===== config.mk =====
export PLATFORM = sky130hd
export DESIGN_NAME = tdm_chain_sync
export DESIGN_NICKNAME = d
export VERILOG_FILES = /design/src/rtl/tdm_sync_pkg.sv /design/src/rtl/tdm_sync_cfg.sv /design/src/rtl/tdm_sync_counter.sv /design/src/rtl/tdm_sync_decode.sv /design/src/rtl/tdm_chain_sync.sv
export SDC_FILE = /design/constraint.sdc
export NUM_CORES = 1
export LEC_CHECK = 0
export ABC_AREA = 1
export BUFFER_PORTS_ARGS = -buffer_cell sky130_fd_sc_hd__buf_2
export CAP_MARGIN = 10
export CORE_MARGIN = 2
export CORE_UTILIZATION = 54
export CTS_BUF_LIST = sky130_fd_sc_hd__clkbuf_16
export CTS_CLUSTER_SIZE = 8
export DETAILED_ROUTE_END_ITERATION = 7
export PLACE_DENSITY = 0.84
export SYNTH_ARGS = -nofsm -noshare
export SYNTH_HDL_FRONTEND = slang
export SYNTH_SLANG_ARGS = --single-unit

===== constraint.sdc =====
create_clock -name clk -period 3.46 [get_ports clk]
set_clock_uncertainty 0.05 [all_clocks]
set_input_delay 0.173 -clock clk [delete_from_list [all_inputs] [get_ports clk]]
set_output_delay 0.173 -clock clk [all_outputs]
set_load 0.02 [all_outputs]

===== src/rtl/tdm_sync_pkg.sv =====
package tdm_sync_pkg;
    typedef enum logic [1:0] {
        ST_IDLE = 2'd0,
        ST_DATA = 2'd1,
        ST_CTRL = 2'd2
    } chain_state_e;
endpackage


===== src/rtl/tdm_sync_cfg.sv =====
module tdm_sync_cfg #(
    parameter int MAX_DEV       = 8,
    parameter int SLOTS_PER_DEV = 2,
    parameter int DEV_W         = 4,
    parameter int SLOT_W        = 5
) (
    input  logic              clk,
    input  logic              rst_n,
    input  logic [DEV_W-1:0]  dev_count_i,
    input  logic              prog_mode_i,
    output logic [DEV_W-1:0]  ndev_o,
    output logic              prog_o,
    output logic [SLOT_W-1:0] data_last_o,
    output logic [SLOT_W-1:0] frame_last_o
);
    logic [DEV_W-1:0]  clamp_cnt;
    logic [DEV_W-1:0]  ndev_q;
    logic              prog_q;
    logic [SLOT_W-1:0] data_slots;

    // out-of-range counts are forced into 1..MAX_DEV
    always_comb begin
        if (dev_count_i == '0)
            clamp_cnt = DEV_W'(1);
        else if (dev_count_i > DEV_W'(MAX_DEV))
            clamp_cnt = DEV_W'(MAX_DEV);
        else
            clamp_cnt = dev_count_i;
    end

    // sampled only while reset is held
    always_ff @(posedge clk) begin
        if (!rst_n) begin
            ndev_q <= clamp_cnt;
            prog_q <= prog_mode_i;
        end
    end

    always_comb begin
        data_slots   = SLOT_W'(ndev_q) * SLOT_W'(SLOTS_PER_DEV);
        data_last_o  = data_slots - SLOT_W'(1);
        frame_last_o = prog_q ? (SLOT_W'(2) * data_slots - SLOT_W'(1)) : data_last_o;
        ndev_o       = ndev_q;
        prog_o       = prog_q;
    end

    AST_CFG_HELD: assert property (@(posedge clk) disable iff (!rst_n)
        rst_n |=> ($stable(ndev_q) && $stable(prog_q)));
    AST_CFG_RANGE: assert property (@(posedge clk) disable iff (!rst_n)
        (ndev_q >= DEV_W'(1)) && (ndev_q <= DEV_W'(MAX_DEV)));
endmodule


===== src/rtl/tdm_sync_counter.sv =====
module tdm_sync_counter #(
    parameter int SLOT_BITS = 16,
    parameter int BIT_W     = 4,
    parameter int SLOT_W    = 5
) (
    input  logic              clk,
    input  logic              rst_n,
    input  logic              step_i,
    input  logic [SLOT_W-1:0] frame_last_i,
    output logic [BIT_W-1:0]  bit_o,
    output logic [SLOT_W-1:0] slot_o,
    output logic              bit_last_o,
    output logic              frame_end_o
);
    logic [BIT_W-1:0]  bit_q;
    logic [SLOT_W-1:0] slot_q;

    assign bit_last_o  = (bit_q == BIT_W'(SLOT_BITS - 1));
    assign frame_end_o = bit_last_o && (slot_q == frame_last_i);
    assign bit_o       = bit_q;
    assign slot_o      = slot_q;

    always_ff @(posedge clk) begin
        if (!rst_n) begin
            bit_q  <= '0;
            slot_q <= '0;
        end else if (step_i) begin
            if (bit_last_o) begin
                bit_q  <= '0;
                slot_q <= (slot_q == frame_last_i) ? '0 : slot_q + SLOT_W'(1);
            end else begin
                bit_q <= bit_q + BIT_W'(1);
            end
        end
    end

    AST_HOLD_NO_STEP: assert property (@(posedge clk) disable iff (!rst_n)
        !step_i |=> ($stable(bit_q) && $stable(slot_q)));
    AST_SLOT_RANGE: assert property (@(posedge clk) disable iff (!rst_n)
        slot_q <= frame_last_i);
endmodule


===== src/rtl/tdm_sync_decode.sv =====
module tdm_sync_decode #(
    parameter int MAX_DEV       = 8,
    parameter int SLOTS_PER_DEV = 2,
    parameter int DEV_W         = 4,
    parameter int SLOT_W        = 5,
    parameter int BIT_W         = 4
) (
    input  logic               data_phase_i,
    input  logic [BIT_W-1:0]   bit_i,
    input  logic [SLOT_W-1:0]  slot_i,
    input  logic [DEV_W-1:0]   ndev_i,
    output logic [MAX_DEV-2:0] fsd_o
);
    logic slot_start;
    assign slot_start = data_phase_i && (bit_i == '0);

    // device k+1 is framed once devices 0..k-1 have used their slots
    for (genvar k = 1; k < MAX_DEV; k++) begin : g_dev
        assign fsd_o[k-1] = slot_start
                         && (slot_i == SLOT_W'(SLOTS_PER_DEV * k))
                         && (DEV_W'(k) < ndev_i);
    end
endmodule


===== src/rtl/tdm_chain_sync.sv =====
module tdm_chain_sync #(
    parameter int MAX_DEV        = 8,
    parameter int SLOT_BITS      = 16,
    parameter int SLOTS_PER_DEV  = 2,
    parameter bit FS_ACTIVE_HIGH = 1'b1
) (
    input  logic                                        clk,
    input  logic                                        rst_n,
    input  logic                                        bclk_en,
    input  logic [$clog2(MAX_DEV+1)-1:0]                dev_count,
    input  logic                                        prog_mode,
    output logic                                        fs_o,
    output logic [MAX_DEV-2:0]                          fsd_o,
    output logic [$clog2(SLOTS_PER_DEV*MAX_DEV*2)-1:0]  slot_idx_o,
    output logic                                        data_phase_o,
    output logic                                        ctrl_phase_o
);
    import tdm_sync_pkg::*;

    localparam int DEV_W  = $clog2(MAX_DEV + 1);
    localparam int SLOT_W = $clog2(SLOTS_PER_DEV * MAX_DEV * 2);
    localparam int BIT_W  = $clog2(SLOT_BITS);

    chain_state_e      state_q, state_d;
    logic [DEV_W-1:0]  ndev;
    logic              prog;
    logic [SLOT_W-1:0] data_last, frame_last;
    logic [BIT_W-1:0]  bit_idx;
    logic [SLOT_W-1:0] slot_idx;
    logic              bit_last, frame_end, step;
    logic              in_data, in_ctrl, fs_raw;
    logic [MAX_DEV-2:0] fsd_raw;

    tdm_sync_cfg #(
        .MAX_DEV(MAX_DEV), .SLOTS_PER_DEV(SLOTS_PER_DEV),
        .DEV_W(DEV_W), .SLOT_W(SLOT_W)
    ) u_cfg (
        .clk(clk), .rst_n(rst_n),
        .dev_count_i(dev_count), .prog_mode_i(prog_mode),
        .ndev_o(ndev), .prog_o(prog),
        .data_last_o(data_last), .frame_last_o(frame_last)
    );

    assign step = bclk_en && (state_q != ST_IDLE);

    tdm_sync_counter #(
        .SLOT_BITS(SLOT_BITS), .BIT_W(BIT_W), .SLOT_W(SLOT_W)
    ) u_cnt (
        .clk(clk), .rst_n(rst_n), .step_i(step),
        .frame_last_i(frame_last),
        .bit_o(bit_idx), .slot_o(slot_idx),
        .bit_last_o(bit_last), .frame_end_o(frame_end)
    );

    // state register
    always_ff @(posedge clk) begin
        if (!rst_n) state_q <= ST_IDLE;
        else        state_q <= state_d;
    end

    // transitions
    always_comb begin
        state_d = state_q;
        unique case (state_q)
            ST_IDLE: if (bclk_en) state_d = ST_DATA;
            ST_DATA: if (bclk_en && bit_last && (slot_idx == data_last))
                         state_d = prog ? ST_CTRL : ST_DATA;
            ST_CTRL: if (bclk_en && frame_end) state_d = ST_DATA;
            default: state_d = ST_IDLE;
        endcase
    end

    // outputs
    always_comb begin
        in_data = 1'b0;
        in_ctrl = 1'b0;
        unique case (state_q)
            ST_IDLE: ;
            ST_DATA: in_data = 1'b1;
            ST_CTRL: in_ctrl = 1'b1;
            default: ;
        endcase
        fs_raw = in_data && (slot_idx == '0) && (bit_idx == '0);
    end

    tdm_sync_decode #(
        .MAX_DEV(MAX_DEV), .SLOTS_PER_DEV(SLOTS_PER_DEV),
        .DEV_W(DEV_W), .SLOT_W(SLOT_W), .BIT_W(BIT_W)
    ) u_dec (
        .data_phase_i(in_data), .bit_i(bit_idx), .slot_i(slot_idx),
        .ndev_i(ndev), .fsd_o(fsd_raw)
    );

    assign fs_o         = FS_ACTIVE_HIGH ? fs_raw  : ~fs_raw;
    assign fsd_o        = FS_ACTIVE_HIGH ? fsd_raw : ~fsd_raw;
    assign slot_idx_o   = slot_idx;
    assign data_phase_o = in_data;
    assign ctrl_phase_o = in_ctrl;

    AST_IDLE_QUIET: assert property (@(posedge clk) disable iff (!rst_n)
        (state_q == ST_IDLE) |-> ((slot_idx == '0) && (bit_idx == '0)));
    AST_FS_SINGLE: assert property (@(posedge clk) disable iff (!rst_n)
        (fs_raw && bclk_en) |=> !fs_raw);
    AST_PHASE_EXCL: assert property (@(posedge clk) disable iff (!rst_n)
        !(in_data && in_ctrl));
    AST_CTRL_NEEDS_PROG: assert property (@(posedge clk) disable iff (!rst_n)
        !prog |-> (state_q != ST_CTRL));
    AST_DATA_SLOTS: assert property (@(posedge clk) disable iff (!rst_n)
        in_data |-> (slot_idx <= data_last));
    AST_CTRL_SLOTS: assert property (@(posedge clk) disable iff (!rst_n)
        in_ctrl |-> (slot_idx > data_last));
    AST_SYNC_ONEHOT: assert property (@(posedge clk) disable iff (!rst_n)
        $onehot0({fs_raw, fsd_raw}));
endmodule


==> impl_metrics.prom, run 1 <==
# TYPE chip_impl_metric gauge
chip_impl_info{name="outcome",value="completed"} 1
chip_impl_info{name="element_type_at_the_critical_path_end",value="primary output"} 1
chip_impl_metric{name="p_leak",unit="nW"} 0.714
chip_impl_metric{name="remaining_drc_errors",unit=""} 0
chip_impl_metric{name="slew_viol_final",unit=""} 0
chip_impl_info{name="globalRoute.busiestLayer",value="met2"} 1
chip_impl_metric{name="relSlewSlack",unit="%"} 73.6
chip_impl_info{name="synth_area_leaders",value="sky130_fd_sc_hd__dfxtp_1, sky130_fd_sc_hd__nand2_1, sky130_fd_sc_hd__edfxtp_1, sky130_fd_sc_hd__inv_1, sky130_fd_sc_hd__nand3_1"} 1
chip_impl_metric{name="ctsHoldBuffers",unit=""} 0
chip_impl_metric{name="yosysUniqueCellTypes",unit=""} 22
chip_impl_metric{name="ff2ff_path_depth",unit=""} 14
chip_impl_metric{name="via_count",unit=""} 1289
chip_impl_metric{name="finalCriticalPeriod",unit="ps"} 2020
chip_impl_metric{name="post_cts_resize_count",unit=""} 0
chip_impl_metric{name="crit_fanout",unit=""} 4
chip_impl_metric{name="synth_nets",unit=""} 203
chip_impl_metric{name="worst_hold_slack",unit="ps"} 57.5
chip_impl_metric{name="fmax",unit="MHz"} 496
chip_impl_metric{name="finalHoldViolCount",unit=""} 0
chip_impl_metric{name="gr-usage-met2",unit="%"} 42.6
chip_impl_info{name="min_from",value="prog_mode"} 1
chip_impl_metric{name="timing.final.setup_violations",unit=""} 0
chip_impl_metric{name="worst_slew_pin_slew",unit="ps"} 387
chip_impl_metric{name="dp.final_hpwl",unit="mm"} 2.26
chip_impl_metric{name="power_density",unit="nW/um^2"} 403
chip_impl_metric{name="wirelength",unit="mm"} 2.97
chip_impl_metric{name="portion_of_synthesized_cell_area_occupied_by_the_leading_cell_type",unit="%"} 18.5
chip_impl_metric{name="wl_per_cell",unit="um"} 12.5
chip_impl_info{name="startpoint_type",value="register"} 1
chip_impl_metric{name="grt_remaining_overflow",unit=""} 0
chip_impl_metric{name="share_of_the_cycle_needed_by_the_critical_path_after_routing",unit="%"} 58.2
chip_impl_metric{name="worst-r2r-setup-slack",unit="ps"} 1550
chip_impl_metric{name="clk_pin_slew",unit="ps"} 50
chip_impl_info{name="grt_setup_unrepaired",value="false"} 1
chip_impl_metric{name="die_h",unit="um"} 50.9
chip_impl_metric{name="worst_path_largest_cell_delay",unit="ps"} 330
chip_impl_info{name="path_class",value="reg2out"} 1
chip_impl_metric{name="grt_use_met1",unit="%"} 31.1
chip_impl_metric{name="yosys_warnings",unit=""} 0
chip_impl_metric{name="post_cts.repair.setup_buffers",unit=""} 0
chip_impl_metric{name="floorplan.core_area",unit="sq um"} 2020
chip_impl_metric{name="drtPass1Iterations",unit=""} 4
chip_impl_info{name="ctsRootBufferMaster",value="sky130_fd_sc_hd__clkbuf_16"} 1
chip_impl_metric{name="grt_start_max_net_pins",unit=""} 14
chip_impl_metric{name="dp_worst_setup_slack",unit="ps"} 1600
chip_impl_metric{name="global_route_wire_length_before_repair",unit="mm"} 4.90
chip_impl_metric{name="synth.yosys.seq_area_share",unit="%"} 31.1
chip_impl_metric{name="final_setup_tns",unit="ps"} 0
chip_impl_metric{name="drtIter0Drc",unit=""} 43
chip_impl_metric{name="htree_levels",unit=""} 1
chip_impl_info{name="crit_chain",value="inv_1, ha_1, nand4_1, nor2_1, nand2_1, a2111oi_0, buf_2"} 1
chip_impl_info{name="post-synth-top-area-cell",value="sky130_fd_sc_hd__dfxtp_1"} 1
chip_impl_info{name="cts_tree",value="built"} 1
chip_impl_info{name="worst_hold_path.endpoint",value="u_cfg.prog_o"} 1
chip_impl_metric{name="cts_inserted_buffers",unit=""} 3
chip_impl_metric{name="cell_area_after_synthesis",unit="sq um"} 1190
chip_impl_metric{name="fillerInstances",unit=""} 173
chip_impl_metric{name="irDropWorstVdd",unit="mV"} 0.428
chip_impl_metric{name="synthesis.instances",unit=""} 188
chip_impl_metric{name="full_die_area",unit="sq um"} 2590
chip_impl_info{name="crit-reg2reg-capture",value="u_cnt.slot_o[2]"} 1
chip_impl_metric{name="globalRouteMet3Util",unit="%"} 4.68
chip_impl_metric{name="worst_ep_required_time",unit="ps"} 3240
chip_impl_info{name="hp-class",value="in2reg"} 1
chip_impl_metric{name="gp_congestion",unit=""} 0.920
chip_impl_metric{name="nets",unit=""} 227
chip_impl_metric{name="die_w",unit="um"} 50.9
chip_impl_metric{name="areaGrowthSynthToFinish",unit="%"} 17.0
chip_impl_metric{name="postLayoutCoreUtil",unit="%"} 68.9
chip_impl_metric{name="numPortBuffers",unit=""} 22
chip_impl_metric{name="final_critical_path_setup_slack",unit="ps"} 1440
chip_impl_info{name="crit_slowest_cell",value="sky130_fd_sc_hd__dfxtp_1"} 1
chip_impl_metric{name="globalRouteTotalUtil",unit="%"} 25.0
chip_impl_metric{name="worstHoldPathCells",unit=""} 1
chip_impl_metric{name="antenna_found_initial",unit=""} 0
chip_impl_metric{name="final_layout_size_suffix_gt1_share",unit="%"} 13.7
chip_impl_metric{name="syn-mean-instance-area",unit="sq um"} 6.33
chip_impl_metric{name="via_count_of_the_first_global_routing_pass",unit=""} 1159
chip_impl_metric{name="antenna_cells",unit=""} 0
chip_impl_metric{name="antenna_left",unit=""} 0
chip_impl_metric{name="floorplan.initialDensity",unit="%"} 58.8
chip_impl_metric{name="route.detailed.vias_per_inst",unit=""} 5.42
chip_impl_metric{name="design.portCount",unit=""} 23
chip_impl_metric{name="clk_path_buf_depth",unit=""} 2
chip_impl_metric{name="arrival",unit="ps"} 1790
chip_impl_metric{name="max_cap_viol_count",unit=""} 0
chip_impl_info{name="critical_r2r_launch",value="u_cfg.ndev_o[0]"} 1
chip_impl_metric{name="clock_sinks",unit=""} 16
chip_impl_metric{name="rows",unit=""} 16
chip_impl_metric{name="synth_seq_cells",unit=""} 16
chip_impl_metric{name="clk-insertion-delay-late",unit="ps"} 250
==> sequential cells by signal, summed over array words and instances (netlist names) <==
signal        flops
u_cnt.slot_o      5
u_cfg.prog_o      1
state_q           2
u_cnt.bit_o       4
u_cfg.ndev_o      4
==> routing by layer <==
| metal | share of wire (%) | vias up | wire, um |
|---|---|---|---|
| met2 | 48 | 46 | 1430 |
| li1 | - | 649 | - |
| met5 | 0 | - | 0 |
| met1 | 44 | 584 | 1320 |
| met4 | 2.0 | 0 | 58 |
| met3 | 5.4 | 10 | 160 |
==> kinds of logic (layout without fill, tap and decap cells) <==
| logic type | after synthesis | in the layout | share of synthesized area (%) |
|---|---|---|---|
| DFF | 16 | 16 | 31.1 |
| AOI/OAI and AO/OA | 18 | 18 | 8.83 |
| xor gates and xnor gates | 2 | 2 | 1.47 |
| buffers and inverters | 36 | 59 | 12.1 |
| and+or+nand+nor | 109 | 109 | 39.1 |
| adders and majority gates | 7 | 7 | 7.36 |
==> cells in the final DEF, fill, tap and decap left out <==
master,count
sky130_fd_sc_hd__a2111oi_0,3
sky130_fd_sc_hd__a21oi_1,8
sky130_fd_sc_hd__buf_2,22
sky130_fd_sc_hd__clkbuf_16,3
sky130_fd_sc_hd__clkinv_1,1
sky130_fd_sc_hd__dfxtp_1,11
sky130_fd_sc_hd__edfxtp_1,5
sky130_fd_sc_hd__ha_1,7
sky130_fd_sc_hd__inv_1,31
sky130_fd_sc_hd__inv_2,2
sky130_fd_sc_hd__nand2_1,57
sky130_fd_sc_hd__nand3_1,19
sky130_fd_sc_hd__nand3b_1,1
sky130_fd_sc_hd__nand4_1,5
sky130_fd_sc_hd__nor2_1,20
sky130_fd_sc_hd__nor2_4,1
sky130_fd_sc_hd__nor3_1,5
sky130_fd_sc_hd__o21ai_0,5
sky130_fd_sc_hd__o21bai_1,1
sky130_fd_sc_hd__o22ai_1,1
sky130_fd_sc_hd__or2_2,1
sky130_fd_sc_hd__xor2_1,2
==> Yosys cell counts <==
cell type                    n
sky130_fd_sc_hd__xor2_1      2
sky130_fd_sc_hd__nand4_1     5
sky130_fd_sc_hd__ha_1        7
sky130_fd_sc_hd__dfxtp_1    11
sky130_fd_sc_hd__nand2_1    57
sky130_fd_sc_hd__nor2_4      1
sky130_fd_sc_hd__or2_2       1
sky130_fd_sc_hd__edfxtp_1    5
sky130_fd_sc_hd__clkbuf_1    1
sky130_fd_sc_hd__nor3_1      5
sky130_fd_sc_hd__inv_1      31
sky130_fd_sc_hd__a21oi_1     8
sky130_fd_sc_hd__buf_2       1
sky130_fd_sc_hd__nand3b_1    1
sky130_fd_sc_hd__buf_6       1
sky130_fd_sc_hd__nor2_1     20
sky130_fd_sc_hd__inv_2       2
sky130_fd_sc_hd__nand3_1    19
sky130_fd_sc_hd__o21ai_0     5
sky130_fd_sc_hd__o22ai_1     1
sky130_fd_sc_hd__o21bai_1    1
sky130_fd_sc_hd__a2111oi_0   3
==> layout make-up <==
cell class                 count  area [sq um]  area share, %
sequential                    16           370           26.6
tap                           27          33.8           2.43
inverter                      33           124           8.89
clock inverter                 1          3.75          0.270
clock buffer                   3          75.1           5.39
timing repair buffer          22           110           7.91
multi-input combinational    136           676           48.5
==> report_power, final <==
group	internal [mW]	total (mW)	switching [mW]
Combinational	0.0387	0.115	0.0763
Sequential	0.206	0.219	0.0130
Clock	0.153	0.227	0.0735
==> per-stage QoR <==
stage               cells  cell area, sq um  total power, mW
global route          238              1390            0.589
finish                238              1390            0.561
floorplan             188              1190            0.308
global placement      234              1310            0.331
CTS                   238              1390            0.564
detailed placement    234              1310            0.336
==> worst max-delay path, delay by kind of cell (launching register included) <==
family | cells | cell delay [ps]
AO/OA/AOI/OAI | 1 | 320
AND/OR/NAND/NOR | 3 | 420
adder cells (fa/ha/maj) | 1 | 150
buffers and inverters | 2 | 320
flip-flops | 1 | 330
==> worst max path at each step <==
stage,from,cells past startpoint,to
finish,u_cnt.bit_o[0],7,fsd_o[3]
floorplan,u_cnt.slot_o[1],5,fsd_o[4]
CTS,u_cnt.bit_o[0],7,fsd_o[3]
detailed placement,u_cfg.ndev_o[0],14,u_cnt.slot_o[4]
global placement,u_cfg.ndev_o[0],14,u_cnt.slot_o[2]
global route,u_cnt.bit_o[0],7,fsd_o[4]
No activity file was read; power rests on OpenSTA's default activity.
==> run 2, diff against run 1 <==
clock period = 1.88 ns   (was 3.46 ns; I/O delays follow)
==> impl_metrics.prom, run 2 (synthesis results as in run 1) <==
# TYPE chip_impl_metric gauge
chip_impl_metric{name="route.detailed.vias_per_inst",unit=""} 5.39
chip_impl_metric{name="antenna_cells",unit=""} 0
chip_impl_metric{name="floorplan.initialDensity",unit="%"} 58.8
chip_impl_metric{name="numPortBuffers",unit=""} 22
chip_impl_metric{name="worst_hold_slack",unit="ps"} 88.9
chip_impl_info{name="cts_tree",value="built"} 1
chip_impl_metric{name="irDropWorstVdd",unit="mV"} 0.750
chip_impl_metric{name="arrival",unit="ps"} 1720
chip_impl_metric{name="fillerInstances",unit=""} 151
chip_impl_metric{name="p_leak",unit="nW"} 0.771
chip_impl_info{name="outcome",value="completed"} 1
chip_impl_metric{name="finalHoldViolCount",unit=""} 0
chip_impl_metric{name="rows",unit=""} 16
chip_impl_metric{name="antenna_left",unit=""} 0
chip_impl_metric{name="die_w",unit="um"} 50.9
chip_impl_metric{name="remaining_drc_errors",unit=""} 0
chip_impl_metric{name="clk_path_buf_depth",unit=""} 2
chip_impl_info{name="critical_path.endpoint",value="fsd_o[3]"} 1
chip_impl_metric{name="nets",unit=""} 239
chip_impl_metric{name="cts_inserted_buffers",unit=""} 3
chip_impl_info{name="crit-reg2reg-capture",value="state_q[0]"} 1
chip_impl_metric{name="wirelength",unit="mm"} 3.12
chip_impl_metric{name="worst-r2r-setup-slack",unit="ps"} 130
chip_impl_info{name="grt_setup_unrepaired",value="true"} 1
chip_impl_metric{name="grt_remaining_overflow",unit=""} 0
chip_impl_metric{name="placed_cell_area",unit="sq um"} 1330
chip_impl_metric{name="final_setup_tns",unit="ps"} 0
chip_impl_metric{name="relSlewSlack",unit="%"} 77.4
chip_impl_metric{name="drtIter0Drc",unit=""} 46
chip_impl_metric{name="share_of_the_cycle_needed_by_the_critical_path_after_routing",unit="%"} 99.2
chip_impl_metric{name="max_cap_viol_count",unit=""} 0
chip_impl_metric{name="power_density",unit="nW/um^2"} 711
chip_impl_metric{name="worst_ep_required_time",unit="ps"} 1740
chip_impl_metric{name="ff2ff_path_depth",unit=""} 13
chip_impl_metric{name="global_route_wire_length_before_repair",unit="mm"} 5.08
chip_impl_metric{name="areaGrowthSynthToFinish",unit="%"} 32.3
chip_impl_metric{name="antenna_found_initial",unit=""} 0
chip_impl_metric{name="finalCriticalPeriod",unit="ps"} 1870
chip_impl_info{name="setup.worst_path.start",value="u_cnt.bit_o[1]"} 1
chip_impl_metric{name="fmax",unit="MHz"} 536
chip_impl_metric{name="clk-insertion-delay-late",unit="ps"} 250
chip_impl_metric{name="dp.final_hpwl",unit="mm"} 2.25
chip_impl_metric{name="htree_levels",unit=""} 1
chip_impl_metric{name="worst_slew_pin_slew",unit="ps"} 338
chip_impl_info{name="hp-class",value="in2reg"} 1
chip_impl_info{name="critical_r2r_launch",value="u_cfg.ndev_o[0]"} 1
chip_impl_info{name="path_class",value="reg2out"} 1
chip_impl_metric{name="flip_flop_count_of_the_largest_register_after_layout",unit=""} 5
chip_impl_info{name="layout.cells.most_common",value="sky130_fd_sc_hd__nand2_1"} 1
chip_impl_metric{name="crit_fanout",unit=""} 3
chip_impl_metric{name="clk_pin_slew",unit="ps"} 50
chip_impl_metric{name="die_h",unit="um"} 50.9
chip_impl_metric{name="full_die_area",unit="sq um"} 2590
chip_impl_info{name="startpoint_type",value="register"} 1
chip_impl_metric{name="slew_viol_final",unit=""} 0
chip_impl_metric{name="floorplan.core_area",unit="sq um"} 2020
chip_impl_metric{name="via_count",unit=""} 1348
chip_impl_metric{name="fin_area",unit="sq um"} 1570
chip_impl_metric{name="gp_congestion",unit=""} 0.894
chip_impl_metric{name="finalPower",unit="mW"} 1.12
chip_impl_info{name="element_type_at_the_critical_path_end",value="primary output"} 1
chip_impl_metric{name="drtPass1Iterations",unit=""} 4
chip_impl_metric{name="postLayoutCoreUtil",unit="%"} 77.8
chip_impl_metric{name="globalRouteTotalUtil",unit="%"} 25.6
chip_impl_metric{name="design.portCount",unit=""} 23
chip_impl_info{name="ctsRootBufferMaster",value="sky130_fd_sc_hd__clkbuf_16"} 1
chip_impl_info{name="mostFrequentLayoutCells",value="sky130_fd_sc_hd__nand2_1, sky130_fd_sc_hd__inv_1, sky130_fd_sc_hd__buf_2, sky130_fd_sc_hd__nand3_1, sky130_fd_sc_hd__nor2_1"} 1
chip_impl_metric{name="wl_per_cell",unit="um"} 12.5
chip_impl_metric{name="timing.final.setup_violations",unit=""} 0
chip_impl_metric{name="clock_sinks",unit=""} 16
chip_impl_metric{name="final_layout_size_suffix_gt1_share",unit="%"} 27.8
chip_impl_metric{name="via_count_of_the_first_global_routing_pass",unit=""} 1193
chip_impl_metric{name="grt_start_max_net_pins",unit=""} 14
run 2: cell type report:
class                      count  area, sq um  share of cell area (%)
multi-input combinational    136          748                    47.5
inverter                      33          126                    8.03
tap                           27         33.8                    2.15
clock inverter                 1         3.75                   0.238
sequential                    16          379                    24.1
timing repair buffer          34          208                    13.2
clock buffer                   3         75.1                    4.77
run 2: how the worst min path moves through the flow:
stage,start,to,slack [ps],depth (start not counted)
2_1_floorplan,prog_mode,u_cfg.prog_o,140,0
3_3_place_gp,prog_mode,u_cfg.prog_o,220,1
3_5_place_dp,prog_mode,u_cfg.prog_o,220,1
4_1_cts,dev_count[0],u_cfg.ndev_o[0],80,3
5_1_grt,dev_count[0],u_cfg.ndev_o[0],120,3
6_report,dev_count[0],u_cfg.ndev_o[0],90,3
run 2: critical path, stage by stage, from the launching register on:
cell and delay [ps]:
sky130_fd_sc_hd__dfxtp_2 330, sky130_fd_sc_hd__inv_2 80, sky130_fd_sc_hd__ha_4 130, sky130_fd_sc_hd__nand4_1 150, sky130_fd_sc_hd__nor2_2 190, sky130_fd_sc_hd__nand2_2 100, sky130_fd_sc_hd__a2111oi_4 290, sky130_fd_sc_hd__buf_4 200
run 2: per-stage QoR:
step | instances | setup slack (ps)
after detailed placement | 236 | 87.0
final | 250 | 14.8
after global placement | 236 | 173
after global routing | 250 | -53.1
after CTS | 242 | -8.81
after floorplan | 188 | 8.72
run 2: where the power goes:
group          switching [mW]  total [mW]  internal [mW]
Sequential             0.0233       0.405          0.381
Combinational           0.174       0.298          0.124
Clock                   0.134       0.417          0.282
run 2: repair_timing:
action	CTS	global route
cloned	0	0
hold buffers	2	0
setup buffers	0	8
gates resized for setup	5	24
endpoints found under the setup margin	3	9
pin swaps	2	10
hold endpoints to repair	2	0
run 2: layer usage:
metal	wire length (um)	track usage (%)
met1	1350	32.8
met3	238	4.09
met2	1490	43.7
met5	0	0
met4	44	8.56
